===== config.mk =====
export PLATFORM = sky130hd
export DESIGN_NAME = sdram_burst_writer
export DESIGN_NICKNAME = d
export VERILOG_FILES = /design/src/rtl/sbw_pkg.sv /design/src/rtl/sbw_seq.sv /design/src/rtl/sbw_beat.sv /design/src/rtl/sdram_burst_writer.sv
export SDC_FILE = /design/constraint.sdc
export NUM_CORES = 1
export LEC_CHECK = 0
export BUFFER_PORTS_ARGS = -buffer_cell sky130_fd_sc_hd__buf_2
export CAP_MARGIN = 10
export CORE_ASPECT_RATIO = 1.25
export CORE_MARGIN = 1
export CORE_UTILIZATION = 30
export DETAILED_ROUTE_END_ITERATION = 10
export SKIP_CTS_REPAIR_TIMING = 1
export SLEW_MARGIN = 40
export SYNTH_ARGS = -nofsm -noshare
export SYNTH_HDL_FRONTEND = slang
export SYNTH_HIERARCHICAL = 1
export SYNTH_SLANG_ARGS = --single-unit

===== constraint.sdc =====
create_clock -name clk -period 2.15 [get_ports clk]
set_input_delay 0.43 -clock clk [delete_from_list [all_inputs] [get_ports clk]]
set_output_delay 0.43 -clock clk [all_outputs]
set_load 0.02 [all_outputs]

===== src/rtl/sbw_pkg.sv =====
// Package: shared types for the SDRAM burst write sequencer.
// Assumes a fixed burst of four words and two bursts per 32-byte block.
package sbw_pkg;
    localparam int BURST_LEN = 4;
    localparam int BEATS     = 2 * BURST_LEN;

    typedef enum logic [2:0] {
        ST_IDLE,
        ST_LEAD,
        ST_ACT,
        ST_DATA,
        ST_RWL,
        ST_PC
    } sbw_state_t;

    typedef enum logic [1:0] {
        CMD_NOP,
        CMD_ACT,
        CMD_WR,
        CMD_WRA
    } sbw_cmd_t;
endpackage


===== src/rtl/sbw_seq.sv =====
// Module: sbw_seq
// Phase sequencer. It steps through lead, activate, eight data beats,
// write recovery and precharge wait, and produces the abstract command,
// the beat index, the acknowledge, done and ready.
// Assumes start is only asserted while ready is high.
module sbw_seq
    import sbw_pkg::*;
(
    input  logic       clk,
    input  logic       rst_n,
    input  logic       start,
    input  logic [2:0] cfg_rwl,
    input  logic [2:0] cfg_pc,
    output sbw_cmd_t   cmd,
    output logic [2:0] beat,
    output logic       beat_valid,
    output logic       ack,
    output logic       done,
    output logic       ready
);
    localparam logic [2:0] LAST_BEAT = 3'(BEATS - 1);
    localparam logic [2:0] WRA_BEAT  = 3'(BURST_LEN);

    sbw_state_t state_q, state_d;
    logic [2:0] cnt_q, cnt_d;
    logic [2:0] rwl_q, pc_q;
    logic [2:0] pc_last;

    // Last index of the precharge wait; a zero setting still waits one cycle.
    assign pc_last = (pc_q == 3'd0) ? 3'd0 : pc_q - 3'd1;

    // Capture the wait configuration when a request is accepted.
    always_ff @(posedge clk) begin
        if (!rst_n) begin
            rwl_q <= '0;
            pc_q  <= '0;
        end else if (start) begin
            rwl_q <= cfg_rwl;
            pc_q  <= cfg_pc;
        end
    end

    // Next-state and counter logic for the phase machine.
    always_comb begin
        state_d = state_q;
        cnt_d   = cnt_q;
        unique case (state_q)
            ST_IDLE: if (start) state_d = ST_LEAD;
            ST_LEAD: state_d = ST_ACT;
            ST_ACT: begin
                state_d = ST_DATA;
                cnt_d   = '0;
            end
            ST_DATA: begin
                cnt_d = cnt_q + 3'd1;
                if (cnt_q == LAST_BEAT) begin
                    state_d = (rwl_q != 3'd0) ? ST_RWL : ST_PC;
                    cnt_d   = '0;
                end
            end
            ST_RWL: begin
                cnt_d = cnt_q + 3'd1;
                if (cnt_q == rwl_q - 3'd1) begin
                    state_d = ST_PC;
                    cnt_d   = '0;
                end
            end
            ST_PC: begin
                cnt_d = cnt_q + 3'd1;
                if (cnt_q == pc_last) begin
                    state_d = ST_IDLE;
                    cnt_d   = '0;
                end
            end
            default: state_d = ST_IDLE;
        endcase
    end

    // State and counter registers.
    always_ff @(posedge clk) begin
        if (!rst_n) begin
            state_q <= ST_IDLE;
            cnt_q   <= '0;
        end else begin
            state_q <= state_d;
            cnt_q   <= cnt_d;
        end
    end

    // Decode the abstract command and strobes from the phase.
    always_comb begin
        cmd = CMD_NOP;
        if (state_q == ST_ACT) cmd = CMD_ACT;
        else if (state_q == ST_DATA && cnt_q == 3'd0) cmd = CMD_WR;
        else if (state_q == ST_DATA && cnt_q == WRA_BEAT) cmd = CMD_WRA;
    end

    assign beat       = (state_q == ST_DATA) ? cnt_q : 3'd0;
    assign beat_valid = (state_q == ST_DATA);
    assign ack        = (state_q == ST_LEAD);
    assign done       = (state_q == ST_PC) && (cnt_q == pc_last);
    assign ready      = (state_q == ST_IDLE);

    // acceptance is followed by the acknowledge cycle.
    assert_accept_ack_R2: assert property (@(posedge clk) disable iff (!rst_n)
        start |=> ack);
    // done lasts one cycle and ready follows it.
    assert_done_ready_R9: assert property (@(posedge clk) disable iff (!rst_n)
        done |=> (ready && !done));
endmodule


===== src/rtl/sbw_beat.sv =====
// Module: sbw_beat
// Payload holder and beat multiplexer. It captures row, bank, column and
// eight words at load, then produces the address, bank, data, masks and
// output enable for each abstract command and beat.
// Assumes COL_W is at least 4 and does not reach the auto-precharge bit.
module sbw_beat
    import sbw_pkg::*;
#(
    parameter int DATA_W = 32,
    parameter int ADDR_W = 13,
    parameter int BANK_W = 2,
    parameter int COL_W  = 9,
    parameter int AP_BIT = 10
) (
    input  logic                    clk,
    input  logic                    rst_n,
    input  logic                    load,
    input  logic [ADDR_W-1:0]       row_i,
    input  logic [BANK_W-1:0]       bank_i,
    input  logic [COL_W-1:0]        col_i,
    input  logic [BEATS*DATA_W-1:0] words_i,
    input  sbw_cmd_t                cmd,
    input  logic [2:0]              beat,
    input  logic                    beat_valid,
    output logic [ADDR_W-1:0]       addr_o,
    output logic [BANK_W-1:0]       bank_o,
    output logic [DATA_W-1:0]       data_o,
    output logic                    oe_o,
    output logic [DATA_W/8-1:0]     dqm_o
);
    localparam int MASK_W = DATA_W / 8;

    logic [ADDR_W-1:0]       row_q;
    logic [BANK_W-1:0]       bank_q;
    logic [COL_W-1:0]        col_q;
    logic [BEATS*DATA_W-1:0] words_q;
    logic [DATA_W-1:0]       word_arr [BEATS];
    logic                    half;
    logic [2:0]              word_idx;
    logic [COL_W-1:0]        col_first, col_second;

    // Capture the request payload at acceptance.
    always_ff @(posedge clk) begin
        if (!rst_n) begin
            row_q   <= '0;
            bank_q  <= '0;
            col_q   <= '0;
            words_q <= '0;
        end else if (load) begin
            row_q   <= row_i;
            bank_q  <= bank_i;
            col_q   <= col_i;
            words_q <= words_i;
        end
    end

    // Split the flat word bus into an indexable array.
    for (genvar gi = 0; gi < BEATS; gi++) begin : g_word
        assign word_arr[gi] = words_q[gi*DATA_W +: DATA_W];
    end

    assign half       = col_q[2];
    assign word_idx   = {half, 2'b00} + beat;
    assign col_first  = {col_q[COL_W-1:3], half, 2'b00};
    assign col_second = {col_q[COL_W-1:3], ~half, 2'b00};

    // Select the address and bank for the current command.
    always_comb begin
        addr_o = '0;
        bank_o = '0;
        unique case (cmd)
            CMD_ACT: begin
                addr_o = row_q;
                bank_o = bank_q;
            end
            CMD_WR: begin
                addr_o = ADDR_W'(col_first);
                bank_o = bank_q;
            end
            CMD_WRA: begin
                addr_o         = ADDR_W'(col_second);
                addr_o[AP_BIT] = 1'b1;
                bank_o         = bank_q;
            end
            default: ;
        endcase
    end

    assign data_o = beat_valid ? word_arr[word_idx] : '0;
    assign oe_o   = beat_valid;
    assign dqm_o  = beat_valid ? '0 : {MASK_W{1'b1}};
endmodule


===== src/rtl/sdram_burst_writer.sv =====
// Module: sdram_burst_writer
// Top of the 32-byte SDRAM burst write sequencer. It joins the phase
// sequencer and the beat multiplexer and encodes commands onto the pins.
// Assumes burst length four is programmed in the device and the bus is
// owned by this block whenever req_ready is low.
module sdram_burst_writer
    import sbw_pkg::*;
#(
    parameter int DATA_W = 32,
    parameter int ADDR_W = 13,
    parameter int BANK_W = 2,
    parameter int COL_W  = 9,
    parameter int AP_BIT = 10
) (
    input  logic                    clk,
    input  logic                    rst_n,
    input  logic                    req_valid,
    output logic                    req_ready,
    input  logic [ADDR_W-1:0]       req_row,
    input  logic [BANK_W-1:0]       req_bank,
    input  logic [COL_W-1:0]        req_col,
    input  logic [8*DATA_W-1:0]     req_words,
    input  logic [2:0]              cfg_rwl,
    input  logic [2:0]              cfg_pc,
    output logic                    sd_cs_n,
    output logic                    sd_ras_n,
    output logic                    sd_cas_n,
    output logic                    sd_we_n,
    output logic [BANK_W-1:0]       sd_bank,
    output logic [ADDR_W-1:0]       sd_addr,
    output logic [DATA_W/8-1:0]     sd_dqm,
    output logic [DATA_W-1:0]       sd_dq_out,
    output logic                    sd_dq_oe,
    output logic                    dma_ack,
    output logic                    done
);
    sbw_cmd_t   cmd;
    logic [2:0] beat;
    logic       beat_valid;
    logic       start;

    assign start = req_valid && req_ready;

    sbw_seq u_seq (
        .clk        (clk),
        .rst_n      (rst_n),
        .start      (start),
        .cfg_rwl    (cfg_rwl),
        .cfg_pc     (cfg_pc),
        .cmd        (cmd),
        .beat       (beat),
        .beat_valid (beat_valid),
        .ack        (dma_ack),
        .done       (done),
        .ready      (req_ready)
    );

    sbw_beat #(
        .DATA_W (DATA_W),
        .ADDR_W (ADDR_W),
        .BANK_W (BANK_W),
        .COL_W  (COL_W),
        .AP_BIT (AP_BIT)
    ) u_beat (
        .clk        (clk),
        .rst_n      (rst_n),
        .load       (start),
        .row_i      (req_row),
        .bank_i     (req_bank),
        .col_i      (req_col),
        .words_i    (req_words),
        .cmd        (cmd),
        .beat       (beat),
        .beat_valid (beat_valid),
        .addr_o     (sd_addr),
        .bank_o     (sd_bank),
        .data_o     (sd_dq_out),
        .oe_o       (sd_dq_oe),
        .dqm_o      (sd_dqm)
    );

    // Encode the abstract command onto the active-low command pins.
    always_comb begin
        {sd_cs_n, sd_ras_n, sd_cas_n, sd_we_n} = 4'b1111;
        unique case (cmd)
            CMD_ACT:         {sd_cs_n, sd_ras_n, sd_cas_n, sd_we_n} = 4'b0011;
            CMD_WR, CMD_WRA: {sd_cs_n, sd_ras_n, sd_cas_n, sd_we_n} = 4'b0100;
            default: ;
        endcase
    end

    // the acknowledge cycle is followed by bank activate.
    assert_ack_then_act_R3: assert property (@(posedge clk) disable iff (!rst_n)
        dma_ack |=> (!sd_cs_n && !sd_ras_n && sd_cas_n && sd_we_n));
    // activate is followed by a plain write with bit 10 low.
    assert_act_then_write_R4: assert property (@(posedge clk) disable iff (!rst_n)
        (!sd_cs_n && !sd_ras_n) |=> (!sd_cs_n && !sd_cas_n && !sd_we_n && !sd_addr[AP_BIT]));
    // a plain write is followed four cycles later by auto-precharge write.
    assert_write_then_wra_R5: assert property (@(posedge clk) disable iff (!rst_n)
        (!sd_cs_n && !sd_cas_n && !sd_addr[AP_BIT]) |-> ##4
        (!sd_cs_n && !sd_cas_n && !sd_we_n && sd_addr[AP_BIT]));
    // every write command comes with driven, unmasked data.
    assert_write_has_data_R6: assert property (@(posedge clk) disable iff (!rst_n)
        (!sd_cs_n && !sd_cas_n) |-> (sd_dq_oe && sd_dqm == '0));
    // no request is accepted while a command or wait is in progress.
    assert_busy_not_ready_R8: assert property (@(posedge clk) disable iff (!rst_n)
        (sd_dq_oe || dma_ack) |-> !req_ready);
endmodule


==> flow_summary.ini <==
[sta]
finalCritPeriodShare = 1.35
setup_viol = 56
clock_skew_ps = 6.51
worstMarginPinSlew_ps = 725
maxSlewHeadroom = 0.517
grt_setup_unrepaired = yes
fmax_mhz = 344
setup_tns_ps = -30640
slew_viol_final = 0
period_minus_slack_ps = 2910
fin_ws_ps = -759
hold_viol = 0

[clock_tree]
clk_pin_slew_ps = 60
cts.htree.levels = 1
numCtsBuffers = 31
clock-root-buffer = clkbuf_16
clock-sinks = 290
clk_latency_ps = 570
clock_path_buffers = 3
tritoncts = yes

[logic_synthesis]
avgSynthCellArea_sq_um = 11.5
yosys_warnings = 6
synth-edff-count = 0
yosysTopAreaCell = dfxtp_1
postSynthCellCount = 1169
syn_area_sq_um = 13400
synthesis.nets = 1466
synth_ff_type = dfxtp_1
ys_ff_latch = 290
yosysSeqAreaShare = 0.432
ys_types = 44
async_reset_ff_frac = 0
ys_top_cells_by_area = dfxtp_1 (43%), mux2i_1 (21%), nor2b_1 (13%), mux4_2 (9.2%), a22o_1 (2.1%)
synth_top_area_share = 0.432

[power]
power_density_nw_per_um2 = 977
ir_drop_uv = 1100
internal_power_mw = 12.5
clkPwrFrac = 0.312
power_mw = 17.7
pwr-share-seq = 0.383
leakage_nw = 7.71
p_sw_mw = 5.17
power.share.combinational = 0.305
p_sw_frac = 0.292

[critical_path]
rr_endpoint = u_beat/words_q[234]$_SDFFE_PN0P_
ff2ff_setup_slack_ps = 170
critPathArrivalTime_ps = 2480
critical_path_class = reg2out
endpoint_kind = primary output
critical_path_required_ps = 1720
cp_max_fo = 12
r2r_cells = 7
crit-reg2reg-launch = u_seq/state_q[0]$_SDFFE_PN0P_
startpoint_type = register

[final_layout]
finalNetCount = 1846
design_area_sq_um = 18100
syn2layout_area_growth_pct = 34.5
layout_common_cells = buf_2 (310), dfxtp_1 (285), mux2i_1 (284), nor2b_1 (280), buf_4 (80)
final_common_cell = buf_2
fillCellCount = 4307
multi_input_area_sq_um = 7430
ff_latch_area_sq_um = 5820
drive_gt1_frac = 0.401
final_cells = 2156

[detailed_routing]
vias = 9830
viasPerCell = 4.56
drtAntennaViolNets = 0
dr.first_iter.drc_count = 350
drc = 0
routedWlPerCell_um = 17.2
drt-pass1-iter-count = 4
wl_um = 37200

[min_path]
whs_endpoint = u_seq/pc_q[1]$_SDFFE_PN0P_
min_path_type = in2reg
worstHoldStart = cfg_pc[1]
hold-path-cell-count = 3

[run_status]
violations = negative setup slack
outcome = finished, violations left

[place]
placed_area_sq_um = 16600
dp.cells = 2071
io_buffers = 345
place_ws_ps = -196
gp_congestion = 0.803
dpl.hpwl_um = 27300

[global_route]
grt_first_pass_wirelength_um = 56300
grt_overflow_total = 0
grt_pass1_vias = 10200
grt_max_degree = 164
grt_usage = 0.158
antenna_found_initial = 18

[die]
start_util = 0.305
io_pins = 348
die_area_sq_um = 45600
rows = 86
core_sq_um = 44100
chipHeight_um = 239
die_w_um = 191

[run]
max_cap_viol_count = 0
[cell usage after synthesis, types with 9 or more instances]
master,instances
a22o_1,32
mux4_1,9
inv_1,12
and2_1,9
nor2_1,17
buf_6,9
mux2i_1,285
clkbuf_1,39
nand2_1,19
buf_2,40
mux4_2,55
dfxtp_1,290
o21ai_0,10
nor2b_1,282
[worst max-delay path: stages (launching register included)]
cell	delay, ps
dfxtp_2	320
nand3b_4	160
nor2_4	150
buf_12	170
buf_12	170
mux4_2	520
a22o_4	250
buf_2	150
[final cells by class]
cell class,instances,area share
Clock buffer,45,0.0508
Sequential cell,290,0.322
Inverter,13,0.00270
Tap cell,572,0.0396
Timing Repair Buffer,443,0.165
Clock inverter,9,0.00706
Multi-Input combinational cell,770,0.411
Antenna cell,14,0.00194
[worst max path at each step]
stage	from	end	slack (ps)	cells after the start
finish	u_seq/state_q[2]$_SDFFE_PN0P_	sd_dq_out[10]	-760	7
global route	u_seq/state_q[2]$_SDFFE_PN0P_	sd_dq_out[10]	-860	7
CTS	u_seq/state_q[2]$_SDFFE_PN0P_	sd_dq_out[29]	-830	7
detailed placement	u_seq/state_q[1]$_SDFFE_PN0P_	sd_dq_out[29]	-200	7
global placement	u_seq/state_q[2]$_SDFFE_PN0P_	sd_dq_out[29]	-180	7
floorplan	u_seq/state_q[2]$_SDFFE_PN0P_	sd_dq_out[10]	-100	7
[state kept, by name, summed over array words and instances (netlist names)]
register,count
u_beat/bank_q,2
u_beat/col_q,7
u_beat/row_q,13
u_beat/words_q,256
u_seq/cnt_q,3
u_seq/pc_q,3
u_seq/rwl_q,3
u_seq/state_q,3
[logic make-up after synthesis]
| family | Yosys count | synth area share |
|---|---|---|
| AOI/OAI and AO/OA | 61 | 0.0352 |
| xor gates and xnor gates | 6 | 0.00391 |
| adders and majority gates | 8 | 0.00745 |
| buffers and inverters | 109 | 0.0419 |
| DFF | 290 | 0.432 |
| muxes | 349 | 0.322 |
| and+or+nand+nor | 346 | 0.157 |
[power by group through the flow]
stage / logic [mW] / clock network, mW / registers, mW
final: 5.38 / 5.51 / 6.77
after CTS: 5.25 / 5.69 / 6.76
after floorplan: 3.83 / 0 / 6.68
after global routing: 5.83 / 5.92 / 6.88
after detailed placement: 5.24 / 0 / 6.87
after global placement: 5.12 / 0 / 6.84
[routing by layer]
metal,global-route usage,share of wire
met5,0,0.00062
met3,0.0307,0.050
met2,0.277,0.51
met4,0.0681,0.028
met1,0.185,0.41
[metrics by stage]
| step | utilization | hold WS [ps] |
|---|---|---|
| final | 0.410 | 110 |
| after global routing | 0.410 | 94.3 |
| after CTS | 0.399 | 74.8 |
| after detailed placement | 0.376 | 496 |
| after global placement | 0.376 | 487 |
| after floorplan | - | 460 |
(Power assumes the default switching activity.)
